### config.mk
export PLATFORM = sky130hd
export DESIGN_NAME = intflag_status
export DESIGN_NICKNAME = d
export VERILOG_FILES = /design/src/rtl/intflag_pkg.sv /design/src/rtl/intflag_ctrl.sv /design/src/rtl/intflag_datapath.sv /design/src/rtl/intflag_status.sv
export SDC_FILE = /design/constraint.sdc
export NUM_CORES = 1
export LEC_CHECK = 0
export ABC_CLOCK_PERIOD_IN_PS = 2100
export CAP_MARGIN = 30
export CELL_PAD_IN_SITES_DETAIL_PLACEMENT = 1
export CELL_PAD_IN_SITES_GLOBAL_PLACEMENT = 1
export CORE_MARGIN = 5
export CORE_UTILIZATION = 29
export CTS_CLUSTER_SIZE = 10
export DETAILED_ROUTE_END_ITERATION = 8
export HOLD_SLACK_MARGIN = 0.03
export PLACE_DENSITY_LB_ADDON = 0.1
export SYNTH_ARGS = -nofsm -noshare
export SYNTH_HDL_FRONTEND = slang
export SYNTH_SLANG_ARGS = --single-unit
### constraint.sdc
create_clock -name clk -period 2.1 [get_ports clk]
set_input_delay 0.21 -clock clk [delete_from_list [all_inputs] [get_ports clk]]
set_output_delay 0.21 -clock clk [all_outputs]
set_load 0.02 [all_outputs]
### src/rtl/intflag_pkg.sv
package intflag_pkg;
  typedef struct packed {
    logic statusWr;
    logic maskWr;
    logic selStatus;
    logic selMask;
  } regStrobe_t;
endpackage

### src/rtl/intflag_ctrl.sv
module intflag_ctrl
  import intflag_pkg::*;
#(
  parameter int unsigned ADDR_W = 4,
  parameter logic [ADDR_W-1:0] STATUS_ADDR = 4'hF,
  parameter logic [ADDR_W-1:0] MASK_ADDR = 4'hE
) (
  input  logic              clk,
  input  logic              rstN,
  input  logic [ADDR_W-1:0] addr,
  input  logic              wrEn,
  output regStrobe_t        strb
);

  logic hitStatus;
  logic hitMask;

  always_comb begin
    hitStatus      = (addr == STATUS_ADDR);
    hitMask        = (addr == MASK_ADDR);
    strb.selStatus = hitStatus;
    strb.selMask   = hitMask;
    strb.statusWr  = wrEn && hitStatus;
    strb.maskWr    = wrEn && hitMask;
  end

  // a single access never reaches both registers
  a_r11_write_exclusive: assert property (@(posedge clk) disable iff (!rstN)
    $onehot0({strb.statusWr, strb.maskWr}));
  a_r11_select_exclusive: assert property (@(posedge clk) disable iff (!rstN)
    $onehot0({strb.selStatus, strb.selMask}));

endmodule

### src/rtl/intflag_datapath.sv
module intflag_datapath
  import intflag_pkg::*;
#(
  parameter int unsigned DATA_W = 8,
  parameter logic [DATA_W-1:0] IMPL_MASK = 8'b0111_1101,
  parameter int unsigned ERR_BIT = 6
) (
  input  logic              clk,
  input  logic              rstN,
  input  regStrobe_t        strb,
  input  logic [DATA_W-1:0] wrData,
  input  logic [DATA_W-1:0] evtIn,
  input  logic              uartEnable,
  output logic [DATA_W-1:0] rdData,
  output logic              irqOut
);

  localparam logic [DATA_W-1:0] ERR_ONEHOT = DATA_W'(1) << ERR_BIT;

  logic [DATA_W-1:0] flagQ;
  logic [DATA_W-1:0] maskQ;
  logic [DATA_W-1:0] maskedView;
  logic [DATA_W-1:0] settable;

  for (genvar i = 0; i < DATA_W; i++) begin : g_flag
    if (IMPL_MASK[i]) begin : g_impl
      localparam bit IS_ERR = (i == ERR_BIT);
      always_ff @(posedge clk) begin
        if (!rstN)                    flagQ[i] <= 1'b0;
        else if (IS_ERR && !uartEnable) flagQ[i] <= 1'b0;
        else if (evtIn[i])            flagQ[i] <= 1'b1;
        else if (strb.statusWr && !wrData[i]) flagQ[i] <= 1'b0;
      end
    end else begin : g_tied
      assign flagQ[i] = 1'b0;
    end
  end

  always_ff @(posedge clk) begin
    if (!rstN)            maskQ <= '0;
    else if (strb.maskWr) maskQ <= wrData;
  end

  always_comb begin
    maskedView = flagQ & maskQ;
    irqOut     = |maskedView;
    if (strb.selStatus)    rdData = maskedView;
    else if (strb.selMask) rdData = maskQ;
    else                   rdData = '0;
    settable = uartEnable ? IMPL_MASK : (IMPL_MASK & ~ERR_ONEHOT);
  end

  a_r2_event_sets: assert property (@(posedge clk) disable iff (!rstN)
    $rose(rstN) || 1'b1 |=> ((($past(evtIn) & $past(settable)) & ~flagQ) == '0));
  a_r3_unused_read_zero: assert property (@(posedge clk) disable iff (!rstN)
    strb.selStatus |-> ((rdData & ~IMPL_MASK) == '0));
  a_r4_sticky: assert property (@(posedge clk) disable iff (!rstN)
    (!strb.statusWr && uartEnable) |=> (($past(flagQ) & ~flagQ) == '0));
  a_r5_no_sw_set: assert property (@(posedge clk) disable iff (!rstN)
    strb.statusWr |=> ((flagQ & ~$past(flagQ) & ~$past(evtIn)) == '0));
  a_r7_disable_clears: assert property (@(posedge clk) disable iff (!rstN)
    !uartEnable |=> !flagQ[ERR_BIT]);
  a_r10_irq_needs_mask: assert property (@(posedge clk) disable iff (!rstN)
    irqOut |-> (maskQ != '0));

endmodule

### src/rtl/intflag_status.sv
module intflag_status
  import intflag_pkg::*;
#(
  parameter int unsigned DATA_W = 8,
  parameter int unsigned ADDR_W = 4,
  parameter logic [ADDR_W-1:0] STATUS_ADDR = 4'hF,
  parameter logic [ADDR_W-1:0] MASK_ADDR = 4'hE,
  parameter logic [DATA_W-1:0] IMPL_MASK = 8'b0111_1101,
  parameter int unsigned ERR_BIT = 6
) (
  input  logic              clk,
  input  logic              rstN,
  input  logic [ADDR_W-1:0] addr,
  input  logic              wrEn,
  input  logic [DATA_W-1:0] wrData,
  output logic [DATA_W-1:0] rdData,
  input  logic [DATA_W-1:0] evtIn,
  input  logic              uartEnable,
  output logic              irqOut
);

  regStrobe_t strb;

  intflag_ctrl #(
    .ADDR_W(ADDR_W), .STATUS_ADDR(STATUS_ADDR), .MASK_ADDR(MASK_ADDR)
  ) u_ctrl (
    .clk(clk), .rstN(rstN), .addr(addr), .wrEn(wrEn), .strb(strb)
  );

  intflag_datapath #(
    .DATA_W(DATA_W), .IMPL_MASK(IMPL_MASK), .ERR_BIT(ERR_BIT)
  ) u_dp (
    .clk(clk), .rstN(rstN), .strb(strb), .wrData(wrData), .evtIn(evtIn),
    .uartEnable(uartEnable), .rdData(rdData), .irqOut(irqOut)
  );

endmodule

==> results of run 1 <==
-- cells by family (layout without fill, tap and decap cells) --
logic type,Yosys count,in the layout,synth area share [%]
and+or+nand+nor,34,34,22.3
DFF,14,14,41.6
AOI/OAI and AO/OA,21,21,18.2
buffers and inverters,6,38,6.12
muxes,8,8,11.9
-- path summary, 6_finish.rpt --
| path | from | to | slack (ps) |
|---|---|---|---|
| worst min-delay path | u_dp.maskQ[1] | u_dp.maskQ[1] | 470 |
| worst min register to register | u_dp.maskQ[1] | u_dp.maskQ[1] | 470 |
| worst max register to register | u_dp.flagQ[3] | u_dp.flagQ[3] | 1410 |
| worst max-delay path | addr[2] | rdData[5] | 60 |
-- Yosys cell counts (all sizes together) --
cell     n  area (µm²)
a22oi    3        22.5
a31oi    6        37.5
and2     1        8.76
and4     1        11.3
buf      3        30.0
clkbuf   2        7.51
clkinv   1        3.75
dfxtp   14         280
mux2i    8        80.1
nand2   16        60.1
nand3    2        10.0
nor2    12        45.0
nor3b    2        15.0
o211ai   1        7.51
o21ai   11        55.1
-- worst max-delay path, stage by stage --
cell and delay (ps):
sky130_fd_sc_hd__clkdlybuf4s50_1 480, sky130_fd_sc_hd__nand3_1 210, sky130_fd_sc_hd__buf_4 220, sky130_fd_sc_hd__nor2_1 100, sky130_fd_sc_hd__clkdlybuf4s50_1 610
-- power breakdown --
part	internal [mW]	switching, mW	total (mW)
combinational	0.0501	0.0328	0.0829
sequential	0.275	0.00710	0.282
clock	0.105	0.0931	0.198
-- flip-flops by register name (all words and copies together), names as in the netlist --
register and count:
u_dp.flagQ 6, u_dp.maskQ 8
-- routing by layer --
metal	track usage [%]	part of all wire [%]	vias to the layer above
met1	13.2	43	347
met4	2.98	0.93	0
met3	3.56	5.2	2
li1	-	-	351
met5	0	0	-
met2	21.6	51	13
-- area by class of cell --
type                    instances  area (µm²)  area share (%)
multi-input cells              63         353            34.1
clock buffers                   4        36.3            3.50
flip-flops and latches         14         280            27.1
repair buffers                 33         328            31.6
inverters                       1        3.75           0.362
well taps                      28        35.0            3.38
==> impl_metrics.env, run 1 <==
export IMPL_status="finished clean"
export IMPL_mappedNetlistNets=107
export IMPL_postCtsResizedCells=0
export IMPL_clk_path_buf_depth=2
export IMPL_static_leakage_power_nw=0.395
export IMPL_die_area_um2=3390
export IMPL_finalCritPeriodShare_pct=97.2
export IMPL_crit_path_max_fanout=5
export IMPL_post_route_drc_violation_count=0
export IMPL_utilization_pct=46.8
export IMPL_startpoint_class="input port"
export IMPL_port_buffers=30
export IMPL_synth_seq_area_share_pct=41.6
export IMPL_fin_tns_setup_ps=0
export IMPL_drtAntennaViolNets=0
export IMPL_ys_warnings_count=0
export IMPL_clk_insertion_delay_late_ps=270
export IMPL_cap_viol_max_count=0
export IMPL_antenna_violations_before_repair=0
export IMPL_finalWorstSetupSlack_ps=58.2
export IMPL_die_w_um=58.2
export IMPL_cts_root_buffer_cell="sky130_fd_sc_hd__clkbuf_4"
export IMPL_fin_skew_ps=0
export IMPL_setup_worst_path_end_class="primary output"
export IMPL_antennaDiodeCount=0
export IMPL_synth_seq_cells=14
export IMPL_syn_instance_count=83
export IMPL_drt_wirelength_per_cell_um=13.5
export IMPL_setup_repair_after_global_routing_missed_its_margin="false"
export IMPL_global_route_overflow_total=0
export IMPL_worstPathRequired_ps=1890
export IMPL_layout_drive_gt1_share_pct=7.83
export IMPL_grt_util_all_layers_pct=11.8
export IMPL_num_nets_final=140
export IMPL_fin_area_um2=1040
export IMPL_core_um2=2210
export IMPL_gp_congestion=0.697
export IMPL_area_growth_pct=53.6
export IMPL_floorplan_io_pins=33
export IMPL_rows=17
export IMPL_initial_core_util_pct=30.5
export IMPL_reg2regPathDepth=2
export IMPL_cts_tree="done"
export IMPL_nFillCells=285
export IMPL_most_common_layout_cells="sky130_fd_sc_hd__clkdlybuf4s50_1 (28), sky130_fd_sc_hd__nand2_1 (16), sky130_fd_sc_hd__dfxtp_1 (14)"
export IMPL_hold_ws_ps=465
export IMPL_h_tree_depth=1
export IMPL_cts_num_sinks=14
export IMPL_holdPathStages=2
export IMPL_detailed_place_area_um2=995
export IMPL_final_common_cell="sky130_fd_sc_hd__clkdlybuf4s50_1"
export IMPL_pwr_density_cell_nw_per_um2=544
export IMPL_wirelength_mm=1.94
export IMPL_grt_first_pass_wirelength_mm=3.11
export IMPL_floorplan_die_height_um=58.2
export IMPL_detailedPlacementHpwl_mm=1.49
export IMPL_vdd_ir_drop_worst_mv=0.409
export IMPL_post_cts_setup_buffers=0
export IMPL_vias=713
export IMPL_vias_per_cell=4.99
export IMPL_dp_cells=139
export IMPL_crit_arrival_ps=1830
export IMPL_post_layout_total_power_mw=0.564
export IMPL_netlist_area_um2=674
export IMPL_first_iter_violations=5
export IMPL_setup_violations_final=0
export IMPL_timing_hold_worst_class="reg -> reg"
export IMPL_cts_made_buffers=3
export IMPL_preCtsSetupSlack_ps=29.4
export IMPL_post_layout_nonfiller_instances=143
export IMPL_first_global_vias=725
export IMPL_cts_hold_buf=0
export IMPL_maxClockFrequency_mhz=490
export IMPL_post_route_min_period_ps=2040
export IMPL_worstMarginPinSlew_ps=243
export IMPL_clk_transition_reported_paths_ps=90
export IMPL_category_of_the_critical_setup_timing_path="in -> out"
export IMPL_finalHoldViolations=0
export IMPL_mean_syn_cell_area_um2=8.13
export IMPL_final_max_slew_violation_count=0
export IMPL_drt_first_pass_iters=2
export IMPL_grt_start_max_net_pins=23
export IMPL_timing_max_slew_rel_slack_pct=83.7
export IMPL_synthDistinctLibCells=16
Note: power is estimated with default switching activity, not from simulation.
==> inputs of run 2 (changes only) <==
==> constraint.sdc (replaced) <==
create_clock -name clk -period 2.1 [get_ports clk]
set_input_delay 0.42 -clock clk [delete_from_list [all_inputs] [get_ports clk]]
set_output_delay 0.42 -clock clk [all_outputs]
set_load 0.02 [all_outputs]
==> run 2 against run 1 <==
Utilization down 0.79 points; die area stayed put; first-iteration DRC count up 20%; final cell count decreased by 0.70%; critical path depth unchanged; count of clock-buffer cells in the layout fell by 1; sequential cell count stayed put; design area fell by 1.7%; global-route usage increased by 1.4 points; worst hold slack about the same; combinational power rose by 4.6%; routed wire length increased by 8.4%; critical path type unchanged; largest power group unchanged.
==> impl_metrics.env, run 2 (synthesis gave the netlist of run 1 again) <==
export IMPL_status="finished clean"
export IMPL_post_route_drc_violation_count=0
export IMPL_post_layout_total_power_mw=0.521
export IMPL_h_tree_depth=1
export IMPL_most_common_layout_cells="sky130_fd_sc_hd__clkdlybuf4s50_1 (22), sky130_fd_sc_hd__nand2_1 (16), sky130_fd_sc_hd__dfxtp_1 (14)"
export IMPL_cts_num_sinks=14
export IMPL_first_iter_violations=6
export IMPL_cts_tree="done"
export IMPL_path_delay_family="buffers and inverters"
export IMPL_floorplan_io_pins=33
export IMPL_setup_worst_path_end_class="primary output"
export IMPL_core_um2=2210
export IMPL_cts_made_buffers=3
export IMPL_first_global_vias=785
export IMPL_swShare_pct=24.6
export IMPL_vias=706
export IMPL_floorplan_die_height_um=58.2
export IMPL_die_area_um2=3390
export IMPL_sequentialPowerShare_pct=54.3
export IMPL_cap_viol_max_count=0
export IMPL_vdd_ir_drop_worst_mv=0.456
export IMPL_clk_insertion_delay_late_ps=280
export IMPL_initial_core_util_pct=30.5
export IMPL_crit_path_max_fanout=7
export IMPL_timing_hold_worst_class="reg -> reg"
export IMPL_grt_first_pass_wirelength_mm=3.43
export IMPL_hold_ws_ps=465
export IMPL_grt_util_all_layers_pct=13.2
export IMPL_cts_root_buffer_cell="sky130_fd_sc_hd__clkbuf_4"
export IMPL_maxClockFrequency_mhz=494
export IMPL_clk_path_buf_depth=2
export IMPL_global_route_overflow_total=0
export IMPL_worst_path_buf_inv=3
export IMPL_critical_path_cell_chain="clkdlybuf4s50_1 -> clkinv_2 -> o21ai_0 -> nor2_1 -> dlygate4sd2_1"
export IMPL_antenna_violations_before_repair=0
export IMPL_layout_drive_gt1_share_pct=12.3
export IMPL_worstMarginPinSlew_ps=223
export IMPL_static_leakage_power_nw=0.377
export IMPL_post_cts_setup_buffers=0
export IMPL_setup_violations_final=0
export IMPL_reg_largest_list="u_dp.maskQ: 8 flops, u_dp.flagQ: 6 flops"
export IMPL_detailedPlacementHpwl_mm=1.53
export IMPL_finalCritPeriodShare_pct=96.4
export IMPL_final_max_slew_violation_count=0
export IMPL_startpoint_class="input port"
export IMPL_port_buffers=30
export IMPL_cts_hold_buf=0
export IMPL_drtAntennaViolNets=0
export IMPL_dp_cells=139
export IMPL_worstPathRequired_ps=1680
export IMPL_post_layout_nonfiller_instances=142
export IMPL_antennaDiodeCount=0
export IMPL_setup_repair_after_global_routing_missed_its_margin="false"
export IMPL_clkPwrFrac_pct=29.0
export IMPL_drt_first_pass_iters=4
export IMPL_cpPeakStageDelay_ps=510
export IMPL_post_route_min_period_ps=2020
export IMPL_top_register="u_dp.maskQ"
export IMPL_die_w_um=58.2
export IMPL_vias_per_cell=4.97
export IMPL_clk_transition_reported_paths_ps=80
export IMPL_cpMaxStageDelayCell="sky130_fd_sc_hd__clkdlybuf4s50_1"
export IMPL_intPower_mw=0.392
export IMPL_crit_arrival_ps=1600
export IMPL_nFillCells=277
export IMPL_finalHoldViolations=0
export IMPL_category_of_the_critical_setup_timing_path="in -> out"
export IMPL_area_growth_pct=51.0
export IMPL_timing_max_slew_rel_slack_pct=85.1
export IMPL_largest_register_ff_count=8
export IMPL_drt_wirelength_per_cell_um=14.8
export IMPL_fin_area_um2=1020
export IMPL_fin_skew_ps=0
export IMPL_wirelength_mm=2.10
export IMPL_num_nets_final=140
export IMPL_rows=17
export IMPL_detailed_place_area_um2=995
export IMPL_gp_congestion=0.723
export IMPL_final_common_cell="sky130_fd_sc_hd__clkdlybuf4s50_1"
export IMPL_pwr_density_cell_nw_per_um2=511
export IMPL_relative_contribution_of_combinational_cells_to_total_power_pct=16.7
export IMPL_grt_start_max_net_pins=23
export IMPL_switching_power_mw=0.128
[run 2: cell count changes in the layout (fill, tap and decap cells not counted)]
cell                              change
sky130_fd_sc_hd__clkinv_1             -1
sky130_fd_sc_hd__clkbuf_8             -1
sky130_fd_sc_hd__clkbuf_2             +2
sky130_fd_sc_hd__nand3_4              +1
sky130_fd_sc_hd__clkdlybuf4s15_2      +2
sky130_fd_sc_hd__nand3_1              -1
sky130_fd_sc_hd__clkinv_2             +1
sky130_fd_sc_hd__dlygate4sd2_1        +4
sky130_fd_sc_hd__dlymetal6s2s_1       -2
sky130_fd_sc_hd__clkdlybuf4s50_1      -6
[run 2: timing repair]
action	4_1_cts	5_1_grt
cloned	0	0
resized for setup	15	6
endpoints found under the setup margin	8	4
[run 2: path summary, 6_finish.rpt]
| kind | from | to | slack [ps] | cells after the start |
|---|---|---|---|---|
| max reg2reg | u_dp.flagQ[4] | u_dp.flagQ[4] | 1400 | 2 |
| min reg2reg | u_dp.maskQ[1] | u_dp.maskQ[1] | 460 | 2 |
| min | u_dp.maskQ[1] | u_dp.maskQ[1] | 460 | 2 |
| max | addr[0] | rdData[3] | 80 | 5 |
[run 2: tightest hold or removal path, cell delays in order, from the launching register on]
cell and delay, ps:
sky130_fd_sc_hd__dfxtp_1 320, sky130_fd_sc_hd__nand2_1 50, sky130_fd_sc_hd__mux2i_1 50
[run 2: power groups by stage]
stage | logic, mW | registers, mW | clock network, mW
after detailed placement | 0.0844 | 0.288 | 0
after global routing | 0.0941 | 0.284 | 0.167
final | 0.0867 | 0.283 | 0.151
after global placement | 0.0819 | 0.288 | 0
after CTS | 0.0860 | 0.282 | 0.160
after floorplan | 0.0315 | 0.286 | 0
[run 2: through the flow]
step	TNS, ps	setup slack [ps]	utilization, %
floorplan	0	507	-
global placement	-2620	-390	45.0
detailed placement	-2690	-416	45.0
CTS	0	1.51	46.1
global route	0	8.77	46.0
finish	0	75.7	46.0
[run 2: metal layers]
metal / global-route usage [%] / wire [µm]
met5: 0 / 0
met4: 1.99 / 18
met3: 4.90 / 118
met2: 23.4 / 1090
met1: 15.4 / 870
[run 2: area by class of cell]
cell class | instances | area, µm² | area share, %
clock buffers | 3 | 22.5 | 2.21
inverters | 1 | 5.00 | 0.491
multi-input cells | 63 | 365 | 35.9
flip-flops and latches | 14 | 280 | 27.5
well taps | 28 | 35.0 | 3.44
repair buffers | 33 | 310 | 30.5
